`src/rtl/msr_pkg.sv`:
```
// Package: shared index constants and target classification for the
// register access unit. Assumes the fixed index map of the unit.
package msr_pkg;
    localparam int unsigned IDX_W        = 32;
    localparam int unsigned XLEN         = 64;
    localparam int unsigned NUM_TEST     = 11;
    localparam int unsigned SLOT_W       = $clog2(NUM_TEST);
    localparam int unsigned EXT_SEL_W    = 2;
    localparam int unsigned MCTYPE_BITS  = 5;

    localparam logic [IDX_W-1:0] IX_MCADDR  = 32'h0;
    localparam logic [IDX_W-1:0] IX_MCTYPE  = 32'h1;
    localparam logic [IDX_W-1:0] IX_TEST0   = 32'h2;
    localparam logic [IDX_W-1:0] IX_TESTLO  = 32'h4;
    localparam logic [IDX_W-1:0] IX_TESTHI  = 32'hD;
    localparam logic [IDX_W-1:0] IX_TRACE   = 32'hE;
    localparam logic [IDX_W-1:0] IX_EXTLO   = 32'h10;
    localparam logic [IDX_W-1:0] IX_EXTHI   = 32'h13;

    typedef enum logic [2:0] {
        TGT_NONE   = 3'd0,
        TGT_MCADDR = 3'd1,
        TGT_MCTYPE = 3'd2,
        TGT_TEST   = 3'd3,
        TGT_TRACE  = 3'd4,
        TGT_EXT    = 3'd5
    } msr_tgt_e;
endpackage

```
`src/rtl/msr_index_decode.sv`:
```
// Index decoder: classifies a 32-bit index into a target kind, a test
// register slot and a forwarding select. Purely combinational; any index
// outside the implemented map yields TGT_NONE.
module msr_index_decode
    import msr_pkg::*;
(
    input  logic [IDX_W-1:0]     index,
    output msr_tgt_e             tgt,
    output logic [SLOT_W-1:0]    slot,
    output logic [EXT_SEL_W-1:0] sel
);
    logic [IDX_W-1:0] slot_wide;
    logic [IDX_W-1:0] sel_wide;

    assign slot_wide = index - 32'd3;
    assign sel_wide  = index - IX_EXTLO;

    // Classify the index against the implemented map.
    always_comb begin
        tgt  = TGT_NONE;
        slot = '0;
        sel  = '0;
        if (index == IX_MCADDR) begin
            tgt = TGT_MCADDR;
        end else if (index == IX_MCTYPE) begin
            tgt = TGT_MCTYPE;
        end else if (index == IX_TEST0) begin
            tgt = TGT_TEST;
        end else if (index >= IX_TESTLO && index <= IX_TESTHI) begin
            tgt  = TGT_TEST;
            slot = slot_wide[SLOT_W-1:0];
        end else if (index == IX_TRACE) begin
            tgt = TGT_TRACE;
        end else if (index >= IX_EXTLO && index <= IX_EXTHI) begin
            tgt = TGT_EXT;
            sel = sel_wide[EXT_SEL_W-1:0];
        end
    end
endmodule

```
`src/rtl/msr_local_regs.sv`:
```
// Local register file: machine-check address and type records, scratch
// test registers and the trace-control register. Assumes writes and the
// check-flag clear arrive already qualified by privilege and index.
module msr_local_regs
    import msr_pkg::*;
#(
    parameter int unsigned MCA_W = 32,
    parameter int unsigned TRC_W = 4
) (
    input  logic                 clk,
    input  logic                 rst_n,
    input  logic                 mc_capture,
    input  logic [MCA_W-1:0]     mc_addr,
    input  logic [3:0]           mc_attr,
    input  logic                 wr_en,
    input  msr_tgt_e             tgt,
    input  logic [SLOT_W-1:0]    slot,
    input  logic [XLEN-1:0]      wdata,
    input  logic                 chk_clr,
    output logic [XLEN-1:0]      rdata
);
    logic [MCA_W-1:0]  mca_q;
    logic [3:0]        attr_q;
    logic              chk_q;
    logic [TRC_W-1:0]  trc_q;
    logic [XLEN-1:0]   test_q [NUM_TEST];

    // Capture address and attributes on a machine check.
    always_ff @(posedge clk) begin
        if (!rst_n) begin
            mca_q  <= '0;
            attr_q <= '0;
        end else if (mc_capture) begin
            mca_q  <= mc_addr;
            attr_q <= mc_attr;
        end
    end

    // Check flag: set by capture, cleared by a read; capture wins.
    always_ff @(posedge clk) begin
        if (!rst_n)          chk_q <= 1'b0;
        else if (mc_capture) chk_q <= 1'b1;
        else if (chk_clr)    chk_q <= 1'b0;
    end

    // Trace control keeps only its implemented low bits.
    always_ff @(posedge clk) begin
        if (!rst_n)                         trc_q <= '0;
        else if (wr_en && tgt == TGT_TRACE) trc_q <= wdata[TRC_W-1:0];
    end

    // One 64-bit scratch register per test slot.
    for (genvar g = 0; g < NUM_TEST; g++) begin : g_test
        always_ff @(posedge clk) begin
            if (!rst_n)
                test_q[g] <= '0;
            else if (wr_en && tgt == TGT_TEST && slot == SLOT_W'(g))
                test_q[g] <= wdata;
        end
    end

    // Read multiplexer over local targets.
    always_comb begin
        rdata = '0;
        case (tgt)
            TGT_MCADDR: rdata[MCA_W-1:0] = mca_q;
            TGT_MCTYPE: rdata[MCTYPE_BITS-1:0] = {attr_q, chk_q};
            TGT_TEST:   rdata = (slot < SLOT_W'(NUM_TEST)) ? test_q[slot] : '0;
            TGT_TRACE:  rdata[TRC_W-1:0] = trc_q;
            default:    rdata = '0;
        endcase
    end
endmodule

```
`src/rtl/msr_access_unit.sv`:
```
// Top: privilege and index checking, local service or forwarding, and a
// single registered response per request. Assumes ext_rdata is valid in
// the same cycle as ext_valid.
module msr_access_unit
    import msr_pkg::*;
#(
    parameter int unsigned MCA_W = 32,
    parameter int unsigned TRC_W = 4
) (
    input  logic                 clk,
    input  logic                 rst_n,
    input  logic                 req_valid,
    input  logic                 req_write,
    input  logic [31:0]          req_index,
    input  logic [1:0]           req_priv,
    input  logic [63:0]          req_wdata,
    input  logic                 mc_capture,
    input  logic [31:0]          mc_addr,
    input  logic                 mc_lock,
    input  logic                 mc_mio,
    input  logic                 mc_dc,
    input  logic                 mc_wr,
    output logic                 ext_valid,
    output logic                 ext_write,
    output logic [1:0]           ext_sel,
    output logic [63:0]          ext_wdata,
    input  logic [63:0]          ext_rdata,
    output logic                 rsp_valid,
    output logic                 rsp_fault,
    output logic [63:0]          rsp_rdata
);
    msr_tgt_e            tgt;
    logic [SLOT_W-1:0]   slot;
    logic [EXT_SEL_W-1:0] sel;
    logic                priv_ok;
    logic                accept;
    logic                fault;
    logic [XLEN-1:0]     local_rd;
    logic [XLEN-1:0]     rd_mux;

    msr_index_decode u_dec (
        .index (req_index),
        .tgt   (tgt),
        .slot  (slot),
        .sel   (sel)
    );

    assign priv_ok = (req_priv == 2'd0);
    assign accept  = req_valid && priv_ok && (tgt != TGT_NONE);
    assign fault   = req_valid && !accept;

    msr_local_regs #(.MCA_W(MCA_W), .TRC_W(TRC_W)) u_regs (
        .clk        (clk),
        .rst_n      (rst_n),
        .mc_capture (mc_capture),
        .mc_addr    (mc_addr[MCA_W-1:0]),
        .mc_attr    ({mc_lock, mc_mio, mc_dc, mc_wr}),
        .wr_en      (accept && req_write),
        .tgt        (tgt),
        .slot       (slot),
        .wdata      (req_wdata),
        .chk_clr    (accept && !req_write && tgt == TGT_MCTYPE),
        .rdata      (local_rd)
    );

    assign ext_valid = accept && (tgt == TGT_EXT);
    assign ext_write = req_write;
    assign ext_sel   = sel;
    assign ext_wdata = req_wdata;

    assign rd_mux = (tgt == TGT_EXT) ? ext_rdata : local_rd;

    // Register the single response: data or fault, never both.
    always_ff @(posedge clk) begin
        if (!rst_n) begin
            rsp_valid <= 1'b0;
            rsp_fault <= 1'b0;
            rsp_rdata <= '0;
        end else begin
            rsp_valid <= req_valid;
            rsp_fault <= fault;
            rsp_rdata <= (accept && !req_write) ? rd_mux : '0;
        end
    end
endmodule

```
`config.mk`:
```
export PLATFORM = sky130hd
export DESIGN_NAME = msr_access_unit
export DESIGN_NICKNAME = d
export VERILOG_FILES = /design/src/rtl/msr_pkg.sv /design/src/rtl/msr_index_decode.sv /design/src/rtl/msr_local_regs.sv /design/src/rtl/msr_access_unit.sv
export SDC_FILE = /design/constraint.sdc
export NUM_CORES = 1
export LEC_CHECK = 0
export BUFFER_PORTS_ARGS = -buffer_cell sky130_fd_sc_hd__buf_2
export CORE_ASPECT_RATIO = 1.1
export CORE_MARGIN = 2
export CORE_UTILIZATION = 42
export CTS_CLUSTER_SIZE = 16
export DETAILED_ROUTE_END_ITERATION = 6
export SETUP_SLACK_MARGIN = 0.1
export SLEW_MARGIN = 20
export SYNTH_ARGS = -nofsm -noshare
export SYNTH_HDL_FRONTEND = slang
export SYNTH_SLANG_ARGS = --single-unit
```
`constraint.sdc`:
```
create_clock -name clk -period 28.3 [get_ports clk]
set_input_delay 4.245 -clock clk [delete_from_list [all_inputs] [get_ports clk]]
set_output_delay 4.245 -clock clk [all_outputs]
set_load 0.005 [all_outputs]
```
==> impl_metrics.tcl <==
set metrics [dict create \
    status "completed" \
    detail_route.vias_per_cell 5.86 \
    ys_dominant_reg_cell "sky130_fd_sc_hd__edfxtp_1" \
    synth_cell_type_count 62 \
    floorplan.initialDensity 0.422 \
    postSynthRegisterBits 811 \
    post_cts_hold_buffer_count 0 \
    post-route-min-period_ns 10.19 \
    first_global_vias 25800 \
    setup_slack_after_layout_ns 18.11 \
    r2r.worst_path.cells 3 \
    min-delay-path-class "flip-flop to flip-flop" \
    clock_insertion_delay_worst_skew_ns 0.65 \
    dr_total_vias 25800 \
    layout-drive-gt1-share 0.185 \
    row_count 115 \
    syn_area_mm2 0.0377 \
    wp_data_arrival_ns 5.94 \
    place_ws_ns 18.08 \
    crit-reg2reg-capture "rsp_rdata[3]" \
    setup_repair_after_global_routing_missed_its_margin "false" \
    clock_tree.buffer_depth 3 \
    achievable-frequency_ghz 0.0982 \
    number_of_synthesized_flops_with_an_enable_pin 704 \
    core_region_area_mm2 0.0892 \
    cts_post_setup_buffers_inserted 0 \
    netlist.top_cell.by_area "sky130_fd_sc_hd__edfxtp_1" \
    synthDominantCellAreaShare 0.561 \
    worstMarginPinSlew_ns 1.15 \
    inserted_clock_buffers 87 \
    ys_async_sr_fraction 0 \
    critical_path.endpoint_type "output port" \
    cp-start-kind "primary input" \
    number_of_max_cap_violations 0 \
    r2r-start "u_regs.attr_q[2]" \
    finalPower_mw 2.66 \
    timing_hold_violations_final 0 \
    setup.worst_path.class "primary input to output port" \
    peakVddDrop_uv 45.7 \
    setup_slack_of_the_worst_register_to_register_path_ns 26.51 \
    layout.cells.most_common "sky130_fd_sc_hd__and2_1" \
    number_of_levels_the_h_tree_was_split_into 3 \
    postSynthNetCount 3272 \
    clockRootBuffer "sky130_fd_sc_hd__clkbuf_16" \
    post-place-cells 4254 \
    sequential_area_share_after_synthesis 0.618 \
    route.antenna.remaining_nets 0 \
    finClkSkew_ns 0.0271 \
    grt_remaining_overflow 0 \
    number_of_cells_on_the_worst_hold_path 2 \
    drv_slew 0 \
    setup_viol_count_final 0 \
    critPathMaxFanout 6 \
    chip_width_um 290 \
    synth.yosys.warnings 0 \
    final_cell_mix "708 x sky130_fd_sc_hd__and2_1, 704 x sky130_fd_sc_hd__edfxtp_1, 335 x sky130_fd_sc_hd__buf_2" \
    p_leak_nw 15.4 \
    max-slew-margin-rel 0.232 \
    post_synth_inst_count 3064 \
    mean_routed_wirelength_per_cell_um 26.2 \
    final_nets 3381 \
    required_ns 24.05 \
    stdcell_count 4414 \
    drt_first_iter_violations 2734 \
    postLayoutCoreUtil 0.479 \
    min_to "u_regs.mca_q[23]" \
    numClockSinks 811 \
    power_per_cell_area_mw_per_mm2 62.2 \
    post_cts.resized_instances 0 \
    global_route_wire_length_before_repair_mm 169 \
    area_growth_from_synthesis_to_final_layout_pct 13.4 \
    cts_tree "done" \
    detailed_place_hpwl_mm 62.6 \
    chipHeight_um 318 \
    port_buffers 336 \
    gpl.final_weighted_congestion 0.810 \
    die_area_mm2 0.0921 \
    grt_antenna_before_repair 3 \
    grt_max_degree 164 \
    cts.clk_slew.worst_paths_ns 0.06 \
    synth.top_cells.by_area "sky130_fd_sc_hd__edfxtp_1 56%, sky130_fd_sc_hd__and2_1 12%, sky130_fd_sc_hd__dfxtp_1 5.7%, sky130_fd_sc_hd__mux2i_1 3.6%, sky130_fd_sc_hd__clkbuf_1 2.7%" \
    first_pass_iters 6 \
    period_utilization 0.360 \
    hold_path.startpoint "u_regs.mca_q[23]" \
    io-pin-count 337 \
    drc 0 \
    wirelength_mm 116 \
    groute.usage.overall 0.246 \
    fin_setup_tns_ns 0 \
    syn_avg_cell_area_um2 12.3 \
]
cells in the mapped netlist, types with 10 or more instances:
cell                        number
sky130_fd_sc_hd__mux2_2         41
sky130_fd_sc_hd__a22oi_1        29
sky130_fd_sc_hd__a211oi_1       28
sky130_fd_sc_hd__nor2b_1        42
sky130_fd_sc_hd__o211ai_1       29
sky130_fd_sc_hd__buf_2          10
sky130_fd_sc_hd__mux2i_1       137
sky130_fd_sc_hd__nand3_1        14
sky130_fd_sc_hd__edfxtp_1      704
sky130_fd_sc_hd__nand2_1        52
sky130_fd_sc_hd__and2_1        708
sky130_fd_sc_hd__a2bb2oi_1      55
sky130_fd_sc_hd__a21oi_1        67
sky130_fd_sc_hd__o21ai_0        75
sky130_fd_sc_hd__o22ai_1        97
sky130_fd_sc_hd__a22o_1         27
sky130_fd_sc_hd__clkbuf_1      268
sky130_fd_sc_hd__o221ai_1       32
sky130_fd_sc_hd__or3_1          34
sky130_fd_sc_hd__nor2_1        157
sky130_fd_sc_hd__buf_4          65
sky130_fd_sc_hd__o2bb2ai_1      58
sky130_fd_sc_hd__a221oi_1       60
sky130_fd_sc_hd__buf_1          24
sky130_fd_sc_hd__nand2b_1       29
sky130_fd_sc_hd__dfxtp_1       107
sky130_fd_sc_hd__a221o_1        32
cell type report:
cell class / instances / area (um^2)
inverter: 6 / 30.0
tap: 1170 / 1460
antenna: 1 / 2.50
fill: 7896 / 46500
clock inverter: 36 / 319
multi-input combinational: 1879 / 13000
timing repair buffer: 388 / 2140
clock buffer: 123 / 2440
sequential: 811 / 23300
metal layers:
layer | global-route usage | wire [um]
met1 | 0.330 | 47300
met2 | 0.415 | 56200
met3 | 0.0357 | 9310
met4 | 0.0666 | 2820
met5 | 0 | 0
stage by stage:
step                      cell area [um^2]  hold slack (ns)
after floorplan                      37700            0.476
final                                42700            0.515
after global routing                 42700            0.543
after global placement               39900            0.492
after CTS                            42700            0.520
after detailed placement             40000            0.504
flip-flops by register name (all words and copies together), names as in the netlist:
signal	cells
u_regs.trc_q	4
rsp_valid	1
u_regs.test_q	704
u_regs.mca_q	32
rsp_fault	1
u_regs.chk_q	1
rsp_rdata	64
u_regs.attr_q	4
power breakdown:
| part | total (mW) | switching [mW] | internal [mW] | leakage [nW] |
|---|---|---|---|---|
| Sequential | 1.37 | 0.0175 | 1.35 | 7.55 |
| Clock | 1.12 | 0.474 | 0.645 | 1.35 |
| Combinational | 0.171 | 0.115 | 0.0560 | 6.47 |
| Total | 2.66 | 0.606 | 2.05 | 15.4 |
cell families after synthesis:
logic type / after synthesis / share of synthesized area
buf+inv: 374 / 0.0443
compound gates: 622 / 0.122
fa+ha+maj: 5 / 0.00166
mux: 179 / 0.0493
xor+xnor: 3 / 0.000698
flops: 811 / 0.618
simple gates: 1070 / 0.164
how the worst max path moves through the flow:
stage,from,to,slack [ns]
after detailed placement,req_index[28],ext_sel[1],18.08
after global routing,req_index[28],ext_sel[1],17.93
after global placement,req_index[28],ext_sel[1],18.08
after CTS,req_index[28],ext_sel[1],18.07
final,req_index[28],ext_sel[1],18.11
after floorplan,req_index[0],u_regs.test_q[5][0],16.10
worst max-delay path, stage by stage:
cell and delay, ns:
sky130_fd_sc_hd__buf_2 0.09, sky130_fd_sc_hd__nor4_1 0.40, sky130_fd_sc_hd__nand4_1 0.44, sky130_fd_sc_hd__nor2_1 0.24, sky130_fd_sc_hd__nand2_1 0.21, sky130_fd_sc_hd__nor2_1 0.17, sky130_fd_sc_hd__buf_2 0.13
No activity file was read; power rests on OpenSTA's default activity.
